--- src/rtl/fwl_pkg.sv ---
package fwl_pkg;
  typedef enum logic {
    DIR_TOWARD_BOTTOM = 1'b0,
    DIR_TOWARD_TOP    = 1'b1
  } shift_dir_e;
endpackage

--- src/rtl/fwl_rst_sync.sv ---
module fwl_rst_sync #(
  parameter int STAGES = 2
) (
  input  logic clk,
  input  logic rst_n,
  output logic rst_sync_n
);
  logic [STAGES-1:0] sync_q;
  logic [STAGES-1:0] sync_d;

  always_comb begin
    sync_d = {sync_q[STAGES-2:0], 1'b1};
  end

  always_ff @(posedge clk or negedge rst_n) begin
    if (!rst_n) begin
      sync_q <= '0;
    end else begin
      sync_q <= sync_d;
    end
  end

  assign rst_sync_n = sync_q[STAGES-1];
endmodule

--- src/rtl/fwl_shift_reg.sv ---
module fwl_shift_reg
  import fwl_pkg::*;
#(
  parameter int REG_W = 64
) (
  input  logic             clk,
  input  logic             rst_n,
  input  logic             shift_en,
  input  shift_dir_e       dir,
  input  logic             sdata,
  output logic [REG_W-1:0] q
);
  logic [REG_W-1:0] q_nxt;

  always_comb begin
    q_nxt = q;
    if (shift_en) begin
      if (dir == DIR_TOWARD_TOP) begin
        q_nxt = {q[REG_W-2:0], sdata};
      end else begin
        q_nxt = {sdata, q[REG_W-1:1]};
      end
    end
  end

  always_ff @(posedge clk or negedge rst_n) begin
    if (!rst_n) begin
      q <= '0;
    end else if (shift_en) begin
      q <= q_nxt;
    end
  end
endmodule

--- src/rtl/fwl_half_mux.sv ---
module fwl_half_mux #(
  parameter int REG_W  = 64,
  localparam int HALF_W = REG_W / 2
) (
  input  logic [REG_W-1:0]  reg_bits,
  input  logic              sel_low,
  output logic [HALF_W-1:0] word
);
  logic [HALF_W-1:0] half_lo;
  logic [HALF_W-1:0] half_hi;

  genvar gi;
  generate
    for (gi = 0; gi < HALF_W; gi++) begin : g_split
      assign half_lo[gi] = reg_bits[gi];
      assign half_hi[gi] = reg_bits[HALF_W + gi];
    end
  endgenerate

  always_comb begin
    word = sel_low ? half_lo : half_hi;
  end
endmodule

--- src/rtl/freq_word_loader.sv ---
module freq_word_loader
  import fwl_pkg::*;
#(
  parameter int REG_W      = 64,
  parameter int SYNC_STAGES = 2,
  localparam int HALF_W    = REG_W / 2
) (
  input  logic              sclk,
  input  logic              rst_n,
  input  logic              shift_en_n,
  input  logic              sdata,
  input  logic              msb_first,
  input  logic              sel_low_half,
  output logic [HALF_W-1:0] active_word
);
  logic             rst_sync_n;
  logic             shift_en;
  shift_dir_e       dir;
  logic [REG_W-1:0] shift_q;

  assign shift_en = ~shift_en_n;
  assign dir      = msb_first ? DIR_TOWARD_TOP : DIR_TOWARD_BOTTOM;

  fwl_rst_sync #(.STAGES(SYNC_STAGES)) rst_sync_i (
    .clk        (sclk),
    .rst_n      (rst_n),
    .rst_sync_n (rst_sync_n)
  );

  fwl_shift_reg #(.REG_W(REG_W)) shift_reg_i (
    .clk      (sclk),
    .rst_n    (rst_sync_n),
    .shift_en (shift_en),
    .dir      (dir),
    .sdata    (sdata),
    .q        (shift_q)
  );

  fwl_half_mux #(.REG_W(REG_W)) half_mux_i (
    .reg_bits (shift_q),
    .sel_low  (sel_low_half),
    .word     (active_word)
  );
endmodule

--- config.mk ---
export PLATFORM = sky130hd
export DESIGN_NAME = freq_word_loader
export DESIGN_NICKNAME = d
export VERILOG_FILES = /design/src/rtl/fwl_pkg.sv /design/src/rtl/fwl_rst_sync.sv /design/src/rtl/fwl_shift_reg.sv /design/src/rtl/fwl_half_mux.sv /design/src/rtl/freq_word_loader.sv
export SDC_FILE = /design/constraint.sdc
export NUM_CORES = 1
export LEC_CHECK = 0
export ABC_AREA = 1
export CAP_MARGIN = 15
export CORE_MARGIN = 5
export CORE_UTILIZATION = 50
export CTS_CLUSTER_SIZE = 28
export DETAILED_ROUTE_END_ITERATION = 8
export PLACE_DENSITY = 0.72
export SLEW_MARGIN = 20
export SYNTH_ARGS = -nofsm -noshare
export SYNTH_HDL_FRONTEND = slang
export SYNTH_SLANG_ARGS = --single-unit
--- constraint.sdc ---
create_clock -name sclk -period 3 [get_ports sclk]
set_clock_uncertainty 0.2 [all_clocks]
set_input_delay 0.6 -clock sclk [delete_from_list [all_inputs] [get_ports sclk]]
set_output_delay 0.6 -clock sclk [all_outputs]
set_load 0.02 [all_outputs]
==> results of run 1 <==
## cells by family after synthesis
group | count (synthesis)
buf+inv | 100
compound gates | 32
simple gates | 352
other cells | 1
flops | 66
## power groups by stage
stage | combinational (mW) | sequential [mW] | clock, mW
after global routing | 0.751 | 1.12 | 0.765
after CTS | 0.664 | 1.10 | 0.724
after global placement | 0.649 | 1.12 | 0
after floorplan | 0.454 | 1.11 | 0
after detailed placement | 0.660 | 1.12 | 0
final | 0.656 | 1.11 | 0.707
## metal layers
layer	GRT usage	part of all wire	up-vias
met4	0.0758	0.014	0
li1	-	-	1694
met5	0	0	-
met3	0.0328	0.040	9
met1	0.264	0.49	1511
met2	0.302	0.45	72
## layout make-up
class	count	area (um2)
inverter	67	253
tap	99	124
clock buffer	12	165
multi-input combinational	385	1570
clock inverter	4	25.0
fill	706	3020
sequential	66	1650
timing repair buffer	43	413
## worst max-delay path, stage by stage
cell                              delay, ns
sky130_fd_sc_hd__buf_2                 0.11
sky130_fd_sc_hd__buf_12                0.17
sky130_fd_sc_hd__o21ai_0               0.23
sky130_fd_sc_hd__clkdlybuf4s50_1       0.64
## cell usage in the layout, fill, tap and decap left out
master                            instances
sky130_fd_sc_hd__nand3_1                 64
sky130_fd_sc_hd__buf_4                    5
sky130_fd_sc_hd__inv_2                    1
sky130_fd_sc_hd__o21ai_0                 32
sky130_fd_sc_hd__conb_1                   1
sky130_fd_sc_hd__buf_2                    3
sky130_fd_sc_hd__dfrtp_1                 65
sky130_fd_sc_hd__inv_1                   65
sky130_fd_sc_hd__clkinv_2                 3
sky130_fd_sc_hd__clkdlybuf4s50_1         34
sky130_fd_sc_hd__buf_12                   1
sky130_fd_sc_hd__nand2_1                288
sky130_fd_sc_hd__dfrtp_2                  1
sky130_fd_sc_hd__clkinvlp_4               2
sky130_fd_sc_hd__clkbuf_8                12
## path summary, 6_finish.rpt
check	end	startpoint	slack [ns]	depth (start not counted)
max	active_word[1]	sel_low_half	0.41	4
min	rst_sync_i.sync_q[1]	rst_sync_i.sync_q[0]	0.16	0
max reg2reg	shift_reg_i.q[4]	rst_sync_i.sync_q[1]	1.82	1
min reg2reg	rst_sync_i.sync_q[1]	rst_sync_i.sync_q[0]	0.16	0
max in group asynchronous	shift_reg_i.q[4]	rst_sync_i.sync_q[1]	1.82	1
min in group asynchronous	rst_sync_i.sync_q[0]	rst_n	0.22	1
## state kept, by name (all words and copies together), names as in the netlist
name               flops
shift_reg_i.q         64
rst_sync_i.sync_q      2
## metrics by stage
step	hold WS, ns	std cells	setup slack [ns]	cell area (um2)	util
6_report	0.156	676	0.406	4200	0.582
5_1_grt	0.185	676	0.326	4200	0.582
4_1_cts	0.163	676	0.415	4200	0.582
3_5_place_dp	0.146	660	0.432	4010	0.555
3_3_place_gp	0.140	660	0.443	4010	0.555
2_1_floorplan	0.104	551	0.805	3700	-
## Yosys cell counts
cell type / n
sky130_fd_sc_hd__inv_2: 2
sky130_fd_sc_hd__o21ai_0: 32
sky130_fd_sc_hd__inv_1: 65
sky130_fd_sc_hd__buf_4: 5
sky130_fd_sc_hd__clkbuf_8: 6
sky130_fd_sc_hd__dfrtp_1: 66
sky130_fd_sc_hd__conb_1: 1
sky130_fd_sc_hd__buf_2: 20
sky130_fd_sc_hd__clkbuf_2: 2
sky130_fd_sc_hd__nand2_1: 288
sky130_fd_sc_hd__nand3_1: 64
==> results list, run 1 <==
- Sorting the synthesized cells by area gives the leading types as sky130_fd_sc_hd__dfrtp_1, sky130_fd_sc_hd__nand2_1, sky130_fd_sc_hd__nand3_1.
* Crit Path Max Fanout: 64
- The via count of the first global-routing pass is 3230.
* Data arrival time of the worst path: 1.79 ns
- Final Cycle Share: 0.865
* Maximum number of pins on one net before global-route repair: 65
- Remaining max-slew budget at the tightest pin: 0.430
* Sequential fraction of the synthesis area: 0.447
* Effective utilization at floorplan: 0.513
* Number of antenna violations at the first check in global routing: 0
- Post-synthesis mux area share: 0
- The average instance in the mapped netlist occupies roughly 6.7 um2.
* Vias: 3286
- In this run the remaining antenna-violating nets after routing total 0.
- Combinational share of power: 0.266
- At the pin with the least slew margin, the transition time is 0.855 ns.
- Leakage: ~2.3 nW
- STA classifies the critical path endpoint as a primary output.
- H-Tree Level Count: 3
- Setup violations remaining at the end of the flow were counted as 0.
- Clock tree synthesis inserted a total of 9 buffers.
- After detailed routing, the number of remaining DRC violations is 0.
- Total routing resource utilization after global routing: 0.192
- After synthesis, the largest family of logic cells by area is simple AND/OR/NAND/NOR gates.
* Count of max-cap constraint violations: 0
- The total overflow left after global routing is 0.
- Global-route wire length before repair: 14300 um
* Antenna Cells: 0
* Synthesized instance count: 551
* Post-detail-place hpwl: ~4700 um
- Layout cells sized above 1: 0.0485
- The routed design has 7890 um of wire.
- For this run, the top clock speed supported by timing is 0.386 GHz.
- STA puts the critical path data required time at 2.20 ns.
- In this run, post-CTS hold repair placed 0 buffers.
- Routability-driven placement finished with a final weighted congestion of around 0.75.
- Startpoint types: primary input
* Number of distinct library cell variants in the gate-level netlist after synthesis: 11
* Register bit total from synthesis: 66
- Of the total power, the clock network draws 0.286.
* Area fraction in and, or, nand and nor cells after synthesis: 0.379
- XOR/XNOR Fraction of Synth Area: 0
* Cell-internal power: 1.64 mW
* Period minus WS final: around 2.6 ns
- DR vias/cell: 4.86
- Of the total power, registers draw 0.448.
- Total clock sinks: 66
* Post-synthesis compound-gate area fraction: 0.0433
- Area of the die: 9220 um2
* Library cell used as clock root buffer: sky130_fd_sc_hd__clkbuf_8
- In the final design database the tool counted 578 nets.
- Top-area cell type share of the netlist area: 0.447
- The worst hold path belongs to the class flip-flop to flip-flop.
- Final hold violations: 0
- Top Ports: 38
* Worst ir drop on vdd: 397 uV
- TritonCTS built the clock tree.
- Area added between synthesis and finish: 13.5%
- The largest total area in the synthesized netlist belongs to sky130_fd_sc_hd__dfrtp_1.
- The number of gates resized after CTS was 0.
- The final count of pins violating max slew was 0.
- Counting along the longest clock path gives a buffer depth of 2.
- At the later pin of the worst-skew pair, clock insertion delay measures 0.34 ns.
* Outcome: finished, final reports clean
- From bottom edge to top edge, the die measures 96.0 um.
- In the final routed layout, each cell accounts on average for around 12 um.
- Setup repair after global routing left no endpoint under its margin.
- Clock transition time at the flip-flop clock pins of the worst setup and hold paths: ~0.07 ns
- Of the total synthesized cell area, the portion taken by full adders, half adders and majority gates is 0.
- Count of buffers added by post-CTS timing repair for setup: 0
- The initialized floorplan defines 31 standard-cell rows.
* Post-Syn Area: 3700 um2
- In this run the power density over the cells is 588 nW/um2.
- Final total negative setup slack: 0 ns
- Net switching power of the design: 832 uW
* Nets in the synthesized netlist: 557
* Drt first-iter violations: 221
* Die span in x: 96.0 um
- The floorplan step defined a core boundary enclosing just over 7000 um2.
* Synth warn: 0
- Switch share: 0.337
- Port-buffer cells: 37
* Overall power consumption: 2.47 mW
- Detailed Routing Iterations Pass 1: 4
* Class of the most critical setup path: primary input to primary output
Power figures use the tool's default switching activity.
==> run 2, diff against run 1 <==
--- a/config.mk
+++ b/config.mk
@@ -12,6 +12,7 @@
 export CTS_CLUSTER_SIZE = 28
 export DETAILED_ROUTE_END_ITERATION = 8
 export PLACE_DENSITY = 0.72
+export SETUP_SLACK_MARGIN = 0.1
 export SLEW_MARGIN = 20
 export SYNTH_ARGS = -nofsm -noshare
 export SYNTH_HDL_FRONTEND = slang
==> constraint.sdc (replaced) <==
create_clock -name sclk -period 3.1 [get_ports sclk]
set_clock_uncertainty 0.2 [all_clocks]
set_input_delay 0.62 -clock sclk [delete_from_list [all_inputs] [get_ports sclk]]
set_output_delay 0.62 -clock sclk [all_outputs]
set_load 0.02 [all_outputs]
==> results list, run 2 (synthesis results as in run 1) <==
* Overall power consumption: 2.45 mW (-0.65%)
- The final net count came to 577 (-0.17%).
* Final Cycle Share: 0.836
* Worst ir drop on vdd: 384 uV (-3.3%)
- The number of sinks on the clock net came to 66 (unchanged).
* Core region area: 7210 um2 (unchanged)
- Final total negative setup slack: 0 ns (unchanged)
- Drt first-iter violations: 221 (unchanged)
- The CTS buffer count is 9 (unchanged).
- The reported max-cap violation count came to 0 (unchanged).
- The wire length of the first global-routing pass was 14000 um (-1.6%).
- Period minus WS final: 2.59 ns
- Detailed Routing Iterations Pass 1: 4 (unchanged)
* Endpoint required time on the critical path: 2.28 ns (+0.08 ns)
- The count of input and output buffers is 37 (unchanged).
- Minimum hold slack: 0.161 ns (+0.00515 ns)
- Final hold violations: 0 (unchanged)
- Die span in x: 96.0 um (unchanged)
- The clock-pin slew on the worst setup and hold paths came to 0.07 ns (about the same).
* Leading cell type in the layout, fill and taps excluded: sky130_fd_sc_hd__nand2_1
- The worst-path maximum fanout was 64 (unchanged).
- Pre-CTS setup slack: 0.489 ns (+0.0565 ns)
- The maximum cell stage delay along the critical path came to 0.64 ns (about the same).
- The post-CTS setup buffer count is 0 (unchanged).
- Walking the worst path, the cells encountered are buf_2 > buf_12 > o21ai_0 > clkdlybuf4s50_1.
* Inst Count DP: 659 (-0.15%)
* H-Tree Level Count: 3 (unchanged)
- The number of cells in the finished layout apart from fillers is 674 (-0.30%).
- The number of top-level pins is 38 (unchanged).
- The number of antenna cells inserted came to 0 (unchanged).
- Total Routed Length: 8070 um (+2.4%)
- Peak Freq: 0.386 GHz
- In this run the worst hold path is classified as flip-flop to flip-flop.
- DR vias/cell: 4.94 (+1.6%)
- The worst max-slew margin expressed relative to the limit was 0.288 (-0.141).
* Final WS setup: 0.509 ns (+0.103 ns)
- The total global-route track usage is 0.190 (-0.00179).
- The number of placement rows was 31 (unchanged).
- Remaining Overflow, GRT: 0 (unchanged)
* Number of global-route vias before repair: 3104 (-3.9%)
- Remaining routing DRC violations: 0 (unchanged)
* Clock latency of the later-clocked register in the worst-skew pair: 0.34 ns (about the same)
- The die extent in y is 96.0 um (unchanged).
* Data arrival time of the worst path: 1.77 ns (-0.02 ns)
- Top flop regs: shift_reg_i.q: 64 flops, rst_sync_i.sync_q: 2 flops
- Routability Congestion: 0.751 (+0.32%)
- Outcome: finished, final reports clean
* Vias: 3329 (+1.3%)
- Setup repair after global routing left no endpoint under its margin.
* Post-detail-place hpwl: 4810 um (+2.0%)
* Area added between synthesis and finish: 13.7%
* Power density over the cells: 583 nW/um2 (-0.79%)
- Maximum count of clock buffers along a single path: 2 (unchanged)
- Effective utilization at floorplan: 0.513 (unchanged)
- TritonCTS built the clock tree.
* Layout cells sized above 1: 0.0435 (-0.00505)
* Residual antenna-violating net count after detailed routing: 0 (unchanged)
- Cell type of the slowest stage on the worst timing path: sky130_fd_sc_hd__clkdlybuf4s50_1
* Library cell used as clock root buffer: sky130_fd_sc_hd__clkbuf_8
- The hold-fix buffer count after cts was 0 (unchanged).
- Total setup violations reported at the end of the flow: 0 (unchanged)
- Slew of the pin with the lowest slew margin: 1.07 ns (+0.212 ns)
- Maximum number of pins on one net before global-route repair: 65 (unchanged)
* Startpoint types: primary input
* Quantity of gates resized following cts: 0 (unchanged)
- Type of element capturing the critical path: primary output
* Number of antenna violations at the first check in global routing: 0 (unchanged)
* Final-report max-slew violation count: 0 (unchanged)
- Register ranked first by flip-flop count: shift_reg_i.q
* Leakage: 2.34 nW (+0.27%)
- Commonest cells after routing, fill and taps aside: sky130_fd_sc_hd__nand2_1, sky130_fd_sc_hd__inv_1, sky130_fd_sc_hd__dfrtp_1, sky130_fd_sc_hd__nand3_1, sky130_fd_sc_hd__clkdlybuf4s50_1
* Class of the most critical setup path: primary input to primary output
- The flip-flop count of the largest register after layout was 64 (unchanged).
- Drt wl/cell: 12.0 um (+2.7%)
* Area of the die: 9220 um2 (unchanged)
==> run 2: cell count changes in the layout (fill, tap and decap cells not counted) <==
cell,before,now
sky130_fd_sc_hd__buf_4,5,4
sky130_fd_sc_hd__clkinv_2,3,2
sky130_fd_sc_hd__clkbuf_1,0,1
sky130_fd_sc_hd__clkinvlp_4,2,0
sky130_fd_sc_hd__bufinv_16,0,1
==> run 2: final timing paths <==
kind	from	to	slack, ns	cells after the start
worst max-delay path	sel_low_half	active_word[2]	0.51	4
worst min-delay path	rst_sync_i.sync_q[0]	rst_sync_i.sync_q[1]	0.16	0
worst max register to register	rst_sync_i.sync_q[1]	shift_reg_i.q[51]	1.76	1
worst min register to register	rst_sync_i.sync_q[0]	rst_sync_i.sync_q[1]	0.16	0
max in group asynchronous	rst_sync_i.sync_q[1]	shift_reg_i.q[51]	1.76	1
min in group asynchronous	rst_sync_i.sync_q[1]	shift_reg_i.q[63]	0.20	0
==> run 2: through the flow <==
stage	util	cell area, um2
CTS	0.583	4200
floorplan	-	3700
detailed placement	0.554	4000
global placement	0.554	4000
finish	0.583	4200
global route	0.583	4200
==> run 2: layout make-up <==
| class | count | area (um2) |
|---|---|---|
| clock buffer | 13 | 169 |
| clock inverter | 2 | 35.0 |
| fill | 710 | 3010 |
| inverter | 67 | 253 |
| multi-input combinational | 385 | 1570 |
| sequential | 66 | 1650 |
| tap | 99 | 124 |
| timing repair buffer | 42 | 405 |
==> run 2: critical path: cells and delay by family <==
kind	cells	cell delay (ns)
compound gates	1	0.21
buf+inv	3	0.93
==> run 2: per-layer routing <==
| layer | wire, um | part of all wire | track usage |
|---|---|---|---|
| met5 | 0 | 0 | 0 |
| met4 | 106 | 0.013 | 0.0746 |
| met3 | 315 | 0.039 | 0.0274 |
| met2 | 3720 | 0.46 | 0.308 |
| met1 | 3930 | 0.49 | 0.257 |
==> run 2: power breakdown <==
part / switching, mW / internal (mW) / leakage, nW
Combinational: 0.382 / 0.244 / 1.43
Sequential: 0.0941 / 0.986 / 0.802
Clock: 0.313 / 0.432 / 0.106
